File: config.mk
export PLATFORM = sky130hd
export DESIGN_NAME = dbgarb_top
export DESIGN_NICKNAME = d
export VERILOG_FILES = /design/src/rtl/dbgarb_pkg.sv /design/src/rtl/dbgarb_req_hold.sv /design/src/rtl/dbgarb_steal_timer.sv /design/src/rtl/dbgarb_regbank.sv /design/src/rtl/dbgarb_top.sv
export SDC_FILE = /design/constraint.sdc
export NUM_CORES = 1
export LEC_CHECK = 0
export BUFFER_PORTS_ARGS = -buffer_cell sky130_fd_sc_hd__buf_4
export CELL_PAD_IN_SITES_DETAIL_PLACEMENT = 0
export CELL_PAD_IN_SITES_GLOBAL_PLACEMENT = 1
export CORE_MARGIN = 2
export CORE_UTILIZATION = 50
export CTS_CLUSTER_DIAMETER = 120
export CTS_CLUSTER_SIZE = 40
export DETAILED_ROUTE_END_ITERATION = 8
export GPL_TIMING_DRIVEN = 1
export PLACE_DENSITY_LB_ADDON = 0.3
export SYNTH_ARGS = -nofsm -noshare
export SYNTH_HDL_FRONTEND = slang
export SYNTH_SLANG_ARGS = --single-unit
File: constraint.sdc
create_clock -name clk -period 3.2 [get_ports clk]
set_input_delay 0.48 -clock clk [delete_from_list [all_inputs] [get_ports clk]]
set_output_delay 0.48 -clock clk [all_outputs]
set_load 0.01 [all_outputs]
File: src/rtl/dbgarb_pkg.sv
package dbgarb_pkg;

    typedef enum logic [1:0] {
        RT_ONCHIP  = 2'd0,
        RT_OFFCHIP = 2'd1,
        RT_REGWIN  = 2'd2
    } route_t;

    typedef struct packed {
        logic [31:0] addr;
        logic [31:0] wdata;
        logic        write;
        route_t      route;
    } held_req_t;

    function automatic route_t classify(
        input logic [31:0] addr,
        input logic [31:0] offchip_base,
        input logic [31:0] reg_base,
        input logic        regs_on
    );
        if (regs_on && addr >= reg_base)
            return RT_REGWIN;
        else if (addr >= offchip_base)
            return RT_OFFCHIP;
        else
            return RT_ONCHIP;
    endfunction

endpackage

File: src/rtl/dbgarb_req_hold.sv
module dbgarb_req_hold
    import dbgarb_pkg::*;
#(
    parameter int AW = 16,
    parameter int DW = 16,
    parameter int NREG = 8,
    parameter logic [31:0] OFFCHIP_BASE = 32'h0000_C000
) (
    input  logic          clk,
    input  logic          rst,
    input  logic          dbg_mode,
    input  logic          req_valid,
    input  logic [AW-1:0] req_addr,
    input  logic [DW-1:0] req_wdata,
    input  logic          req_write,
    input  logic          done,
    output logic          req_ready,
    output logic          pend,
    output logic [AW-1:0] h_addr,
    output logic [DW-1:0] h_wdata,
    output logic          h_write,
    output route_t        h_route
);
    localparam logic [31:0] REG_BASE = 32'((64'd1 << AW) - 64'(NREG));

    logic   accept;
    route_t in_route;

    assign req_ready = !pend;
    assign accept    = req_valid && req_ready;
    assign in_route  = classify(32'(req_addr), OFFCHIP_BASE, REG_BASE, dbg_mode);

    always_ff @(posedge clk) begin
        if (rst) begin
            pend    <= 1'b0;
            h_addr  <= '0;
            h_wdata <= '0;
            h_write <= 1'b0;
            h_route <= RT_ONCHIP;
        end else if (accept) begin
            pend    <= 1'b1;
            h_addr  <= req_addr;
            h_wdata <= req_wdata;
            h_write <= req_write;
            h_route <= in_route;
        end else if (done) begin
            pend    <= 1'b0;
        end
    end

    // captured request must not change while it waits
    p_hold_stable_r7: assert property (@(posedge clk) disable iff (rst)
        (pend && !done) |=> ($stable(h_addr) && $stable(h_wdata) && $stable(h_write)));

    // a pending request blocks new acceptance
    p_ready_low_r1: assert property (@(posedge clk) disable iff (rst)
        accept |=> !req_ready);

endmodule

File: src/rtl/dbgarb_steal_timer.sv
module dbgarb_steal_timer #(
    parameter int TIMEOUT = 128
) (
    input  logic clk,
    input  logic rst,
    input  logic run,
    input  logic clear,
    output logic expired
);
    localparam int CW = $clog2(TIMEOUT + 1);
    localparam logic [CW-1:0] LIMIT = CW'(TIMEOUT);

    logic [CW-1:0] cnt;

    assign expired = (cnt == LIMIT);

    always_ff @(posedge clk) begin
        if (rst || clear)
            cnt <= '0;
        else if (run && !expired)
            cnt <= cnt + 1'b1;
    end

    // waiting count never passes the window
    p_timer_bound_r3: assert property (@(posedge clk) disable iff (rst)
        cnt <= LIMIT);

endmodule

File: src/rtl/dbgarb_regbank.sv
module dbgarb_regbank #(
    parameter int DW = 16,
    parameter int NREG = 8
) (
    input  logic                    clk,
    input  logic                    rst,
    input  logic                    wr_en,
    input  logic [$clog2(NREG)-1:0] idx,
    input  logic [DW-1:0]           wdata,
    output logic [DW-1:0]           rdata
);
    localparam int IW = $clog2(NREG);

    logic [DW-1:0] regs [NREG];

    for (genvar g = 0; g < NREG; g++) begin : g_reg
        always_ff @(posedge clk) begin
            if (rst)
                regs[g] <= '0;
            else if (wr_en && idx == IW'(g))
                regs[g] <= wdata;
        end
    end

    assign rdata = regs[idx];

endmodule

File: src/rtl/dbgarb_top.sv
module dbgarb_top
    import dbgarb_pkg::*;
#(
    parameter int AW = 16,
    parameter int DW = 16,
    parameter int TIMEOUT = 128,
    parameter int NREG = 8,
    parameter logic [31:0] OFFCHIP_BASE = 32'h0000_C000
) (
    input  logic          clk,
    input  logic          rst,
    input  logic          dbg_mode,
    input  logic          req_valid,
    output logic          req_ready,
    input  logic [AW-1:0] req_addr,
    input  logic [DW-1:0] req_wdata,
    input  logic          req_write,
    output logic          rsp_valid,
    output logic [DW-1:0] rsp_rdata,
    input  logic          core_bus_idle,
    output logic          core_stall,
    output logic          bus_en,
    output logic          bus_we,
    output logic [AW-1:0] bus_addr,
    output logic [DW-1:0] bus_wdata,
    input  logic [DW-1:0] bus_rdata
);
    localparam int IW = $clog2(NREG);

    logic          pend;
    logic [AW-1:0] h_addr;
    logic [DW-1:0] h_wdata;
    logic          h_write;
    route_t        h_route;
    logic          expired;
    logic          go_bus;
    logic          go_reg;
    logic          done;
    logic [DW-1:0] reg_rdata;

    dbgarb_req_hold #(
        .AW(AW), .DW(DW), .NREG(NREG), .OFFCHIP_BASE(OFFCHIP_BASE)
    ) u_hold (
        .clk(clk), .rst(rst), .dbg_mode(dbg_mode),
        .req_valid(req_valid), .req_addr(req_addr),
        .req_wdata(req_wdata), .req_write(req_write),
        .done(done), .req_ready(req_ready), .pend(pend),
        .h_addr(h_addr), .h_wdata(h_wdata), .h_write(h_write),
        .h_route(h_route)
    );

    dbgarb_steal_timer #(.TIMEOUT(TIMEOUT)) u_timer (
        .clk(clk), .rst(rst),
        .run(pend && !done),
        .clear(!pend || done),
        .expired(expired)
    );

    dbgarb_regbank #(.DW(DW), .NREG(NREG)) u_regs (
        .clk(clk), .rst(rst),
        .wr_en(go_reg && h_write),
        .idx(h_addr[IW-1:0]),
        .wdata(h_wdata),
        .rdata(reg_rdata)
    );

    // Decide this cycle's action for the held request
    always_comb begin
        go_reg = pend && (h_route == RT_REGWIN);
        go_bus = pend && (h_route != RT_REGWIN) &&
                 (core_bus_idle || h_route == RT_OFFCHIP || expired);
        done   = go_reg || go_bus;
    end

    assign bus_en     = go_bus;
    assign bus_we     = go_bus && h_write;
    assign bus_addr   = h_addr;
    assign bus_wdata  = h_wdata;
    assign core_stall = go_bus && !core_bus_idle;

    always_ff @(posedge clk) begin
        if (rst) begin
            rsp_valid <= 1'b0;
            rsp_rdata <= '0;
        end else begin
            rsp_valid <= done;
            if (done && !h_write)
                rsp_rdata <= go_reg ? reg_rdata : bus_rdata;
        end
    end

    // a stolen cycle lasts one cycle only
    p_stall_single_r5: assert property (@(posedge clk) disable iff (rst)
        core_stall |=> !core_stall);

    // stall only while the debug side owns a busy bus
    p_stall_busy_r5: assert property (@(posedge clk) disable iff (rst)
        core_stall |-> (bus_en && !core_bus_idle));

    // stealing needs an off-chip target or an expired window
    p_steal_cause_r4: assert property (@(posedge clk) disable iff (rst)
        core_stall |-> (h_route == RT_OFFCHIP || expired));

    // each bus access is answered on the next cycle
    p_rsp_follows_r6: assert property (@(posedge clk) disable iff (rst)
        bus_en |=> rsp_valid);

    // register window traffic never owns the bus
    p_regwin_quiet_r8: assert property (@(posedge clk) disable iff (rst)
        (pend && h_route == RT_REGWIN) |-> (!bus_en && !core_stall));

endmodule

==> metrics, run 1 <==
Simple-Gate Fraction of Synth Area 17.9%; fraction of the mapped netlist area in adder cells 0.415%; peak supply drop 0.390 mV; share of layout cells above drive strength 1 21.1%; crit path max fanout 6; IO Count 107; syn_nets 766; Post-CTS Resized 0; status finished, final reports clean; initial antenna violation count 0; Post-synth ARST share 0%; Clock Path Buffers 2; Hold Buf Count CTS 0; Worst setup EP type output port; kind of critical path register to output port; Synth Flop Type edfxtp_1; Data arrival, critical path 2310 ps; Synth Register Bits 192; RSZ-0062 raised after global routing no; H-tree levels 4; Max-slew headroom 33.3%; main combinational cell family by area after synthesis simple AND/OR/NAND/NOR gates; Detailed Place HPWL 12700 um; syn avg cell area 11.9 um2; worst slew pin tran 995 ps; row cnt 47; gr ovfl total 0; Total GRT Usage 21.8%; PortBufs 106; Die Footprint 17900 um2; clock latency on the worst-skew pair 430 ps; Clock Skews 6.55 ps; cells after synthesis 710; Layout Nets 866; Yosys cell types 47; Setup TNS 0 ps; Yosys top cell by area edfxtp_1; EDFF count, synth 128; floorplan core area 16500 um2; CTS clk-pin slew, worst paths 60 ps; Setup-failing EPs final 0; Worst Path Required 2720 ps; ant diodes 0; Synth Area in Compound Gates 9.66%; top cells by count, synth 129 x and2_1, 128 x edfxtp_1, 83 x nand2_1, 64 x dfxtp_1, 64 x mux2i_1; pin count of the biggest net entering global routing 55; Static Leak 3.75 nW; synthesized area 8440 um2; Synth area leaders edfxtp_1 46%, dfxtp_1 15%, and2_1 9.6%, mux2i_1 7.6%, nand2_1 3.7%; vias in the first global route 5521; Post CTS Setup Buffer Count 0; crit path cell chain inv_1 > ha_1 > nor4b_1 > a31oi_1 > maj3_1 > nor3b_1 > buf_4; Detailed Route WL 18800 um; Vias 5627; Final WS setup 406 ps; first-pass GRT wire length 29700 um; share of the synthesized area in the top cell type 45.5%; CTS Sinks 192; worst hold path class input port to register; GP Congestion 0.782; CTS tree built; Final ANT Viol Nets 0; # Max-Cap Violations 0; mux cell area share after synthesis 7.59%; Die Span Y 134 um; CP max stage delay 420 ps; CTS buffer count 17; setup slack at placement 830 ps; Slew Limit Fails 0; drt first pass iters 4; Initial Util 51.1%; Final Cycle Share 87.3%; Area Growth Syn to Fin 18.9%; count leader, synth and2_1; minimum clock period 2790 ps; sequential area share after synthesis 60.7%; Final Hold Fails 0; Routed wire per std cell 18.1 um; Yosys Warn Count 0; critical path's slowest cell maj3_1; fin util 60.8%; Initial DRC Count 496; CP Launch Type register; CTS root buffer clkbuf_16; number of remaining DRC errors 0; Synth Area in XOR/XNOR 0.726%; Die Width 134 um; Pwr Density 536 nW/um2; Fmax achieved 0.358 GHz; via/cell ratio 5.40
[cells by family after synthesis]
family / Yosys count
AO/OA/AOI/OAI: 111
XOR/XNOR: 7
adder cells (fa/ha/maj): 3
buffers and inverters: 52
flip-flops: 192
multiplexers: 64
AND/OR/NAND/NOR: 281
[where the power goes]
group	total (mW)	internal [mW]	leakage (nW)	switching, mW
registers	2.83	2.74	1.84	0.0903
logic	0.476	0.219	1.62	0.257
clock network	2.08	1.21	0.288	0.872
[cell usage in the layout, fill, tap and decap left out, drive strengths merged, types with 2 or more instances in the layout]
cell type    n
a21oi       50
a22oi       31
a311oi      15
a32oi        2
and2       130
and3         2
buf        127
bufinv       2
clkbuf      20
clkinv       9
dfxtp       64
edfxtp     128
ha           2
inv          6
mux2i       64
nand2       83
nand3       21
nand4        4
nor2        19
nor2b        5
nor3         6
nor3b        2
o21bai       8
or3          2
or3b         2
xor2         6
[layout make-up]
cell class,instances,area (um2)
Clock buffer,20,468
Inverter,6,22.5
Fill cell,1337,6480
Multi-Input combinational cell,466,3070
Tap cell,220,275
Timing Repair Buffer,127,966
Clock inverter,12,114
Sequential cell,192,5130
[sequential cells by signal (all words and copies together), names as in the netlist, named ones only]
signal and count:
u_hold.h_write 1, u_hold.h_wdata 16, u_hold.h_addr 16, rsp_valid 1
rsp_rdata 16, u_hold.h_route 2, u_timer.cnt 8, u_hold.pend 1
u_regs.regs 128
[worst max-delay path: cells and delay by family, from the launching register on]
kind	cells	cell delay, ps
compound gates	1	180
flops	1	360
simple gates	2	560
buf+inv	2	220
fa+ha+maj	2	560
[metal layers]
metal,vias to the layer above,track usage (%),part of all wire (%)
li1,2728,-,-
met1,2732,29.5,45
met2,149,36.3,49
met3,18,3.55,5.1
met4,0,6.68,1.2
met5,-,0,0
[stage by stage]
stage               cells  power [mW]  hold slack, ps  area [um2]
global placement     1011        3.34             444        9460
CTS                  1043        5.42             283       10000
detailed placement   1011        3.36             451        9460
floorplan             710        3.14             449        8440
finish               1043        5.38             299       10000
global route         1043        5.57             285       10000
[worst paths after layout]
check / start / end / slack [ps] / cells after the start
max reg2reg: u_timer.cnt[0] / rsp_rdata[1] / 830 / 6
min reg2reg: u_hold.h_addr[15] / u_hold.h_addr[15] / 450 / 2
min: req_wdata[3] / u_hold.h_wdata[3] / 300 / 3
max: u_timer.cnt[0] / bus_we / 410 / 7
Power figures use the tool's default switching activity.
==> run 2, diff against run 1 <==
--- a/config.mk
+++ b/config.mk
@@ -14,7 +14,7 @@
 export CTS_CLUSTER_SIZE = 40
 export DETAILED_ROUTE_END_ITERATION = 8
 export GPL_TIMING_DRIVEN = 1
-export PLACE_DENSITY_LB_ADDON = 0.3
+export PLACE_DENSITY_LB_ADDON = 0.1
 export SYNTH_ARGS = -nofsm -noshare
 export SYNTH_HDL_FRONTEND = slang
 export SYNTH_SLANG_ARGS = --single-unit
==> metrics, run 2 (synthesis results as in run 1) <==
Detailed Route WL 19100 um (+1.3%); Max-slew headroom 48.5% (+15 points); worst hold path class input port to register; Most flops, register u_regs.regs; via/cell ratio 5.33 (-1.2%); Initial Util 51.1% (unchanged); worst r2r src u_timer.cnt[0]; CTS Sinks 192 (unchanged); Setup-failing EPs final 0 (unchanged); CTS root buffer clkbuf_16; Static Leak 3.73 nW (-0.42%); Final Hold Fails 0 (unchanged); gr ovfl total 0 (unchanged); pin count of the biggest net entering global routing 54 (-1.8%); Total GRT Usage 22.0% (+0.15 points); design area 10000 um2 (-0.24%); Slew Limit Fails 0 (unchanged); vias in the first global route 5527 (+0.11%); Detailed Place HPWL 12700 um (-0.58%); r2r endpoint rsp_rdata[7]; Cell Count, Final, Fillers Out 1047 (+0.38%); reg-to-reg slack, setup 870 ps (+40 ps); ant diodes 0 (unchanged); Vias 5583 (-0.78%); floorplan core area 16500 um2 (unchanged); Die Width 134 um (unchanged); IO Count 107 (unchanged); Worst setup EP type output port; Initial DRC Count 429 (-14%); share of layout cells above drive strength 1 21.5% (+0.38 points); peak supply drop 0.376 mV (-3.7%); Area after DPL 9480 um2 (+0.19%); crit path max fanout 6 (unchanged); RSZ-0062 raised after global routing no; most frequent cells in the layout 131 x buf_4, 129 x and2_1, 128 x edfxtp_1, 83 x nand2_1, 64 x mux2i_1; Setup TNS 0 ps (unchanged); Layout Nets 870 (+0.46%); GP Congestion 0.791 (+1.1%); Post-CTS Resized 0 (unchanged); Fmax achieved 0.371 GHz (+3.6%); row cnt 47 (unchanged); CTS buffer count 17 (unchanged); first-pass GRT wire length 30100 um (+1.4%); Die Span Y 134 um (unchanged); Post CTS Setup Buffer Count 0 (unchanged); kind of critical path register to output port; placed instance count 1015 (+0.40%); clock latency on the worst-skew pair 420 ps (about the same); # Max-Cap Violations 0 (unchanged); Hold Buf Count CTS 0 (unchanged); CTS tree built; minimum clock period 2700 ps (-97.3 ps); WHS 298 ps (-0.877 ps); Final ANT Viol Nets 0 (unchanged); min-delay src req_wdata[4]; number of remaining DRC errors 0 (unchanged); PortBufs 106 (unchanged); hold path depth 3 (unchanged); commonest non-fill, non-tap cell in the layout buf_4; Data arrival, critical path 2220 ps (-90 ps); Die Footprint 17900 um2 (unchanged); drt first pass iters 6 (+2); CP Launch Type register; Pwr Density 525 nW/um2 (-2.1%); reg2reg path depth 6 (unchanged); initial antenna violation count 0 (unchanged); Worst Hold End u_hold.h_wdata[4]; max reg flops 128 (unchanged); Routed wire per std cell 18.2 um (+0.87%); fin util 60.6% (-0.14 points); Clock Skews 8.81 ps (+2.26 ps); Area Growth Syn to Fin 18.6%; CTS clk-pin slew, worst paths 70 ps (about the same); setup slack at placement 868 ps (+37.7 ps); Final WS setup 504 ps (+97.3 ps); H-tree levels 4 (unchanged); Final Cycle Share 84.3% (-3.0 points); Clock Path Buffers 2 (unchanged); Final Total Pwr 5.26 mW (-2.4%); worst slew pin tran 771 ps (-225 ps); Worst Path Required 2720 ps (about the same); status finished, final reports clean
-- run 2: power by group --
group          switching (mW)  internal (mW)
Combinational           0.261          0.219
Sequential             0.0870           2.74
Clock                   0.915           1.04
Total                    1.26           3.99
-- run 2: layout make-up --
| cell class | instances | area (um2) |
|---|---|---|
| Multi-Input combinational cell | 466 | 3070 |
| Clock buffer | 19 | 454 |
| Inverter | 6 | 22.5 |
| Tap cell | 220 | 275 |
| Timing Repair Buffer | 131 | 983 |
| Fill cell | 1358 | 6510 |
| Clock inverter | 13 | 86.3 |
| Sequential cell | 192 | 5130 |
-- run 2: worst max path at each step --
stage | from | end | cells after the start
global route | u_timer.cnt[0] | bus_we | 7
finish | u_timer.cnt[0] | bus_we | 7
global placement | u_timer.cnt[0] | bus_we | 7
detailed placement | u_timer.cnt[0] | rsp_rdata[12] | 6
floorplan | u_hold.h_route[0] | u_regs.regs[4][0] | 3
CTS | u_timer.cnt[0] | bus_we | 7
-- run 2: worst max-delay path: stages, from the launching register on --
cell and delay, ps:
dfxtp_1 360, inv_1 70, ha_1 140, nor4b_1 310, a31oi_1 160, maj3_1 410
nor3b_1 190, buf_4 150
-- run 2: layer usage --
| metal | GRT usage, % | part of all wire (%) | wire length, um | up-vias |
|---|---|---|---|---|
| li1 | - | - | - | 2742 |
| met1 | 31.3 | 46 | 8810 | 2678 |
| met2 | 35.2 | 48 | 9130 | 153 |
| met3 | 4.08 | 5.2 | 1000 | 10 |
| met4 | 4.96 | 0.72 | 138 | 0 |
| met5 | 0 | 0 | 0 | - |
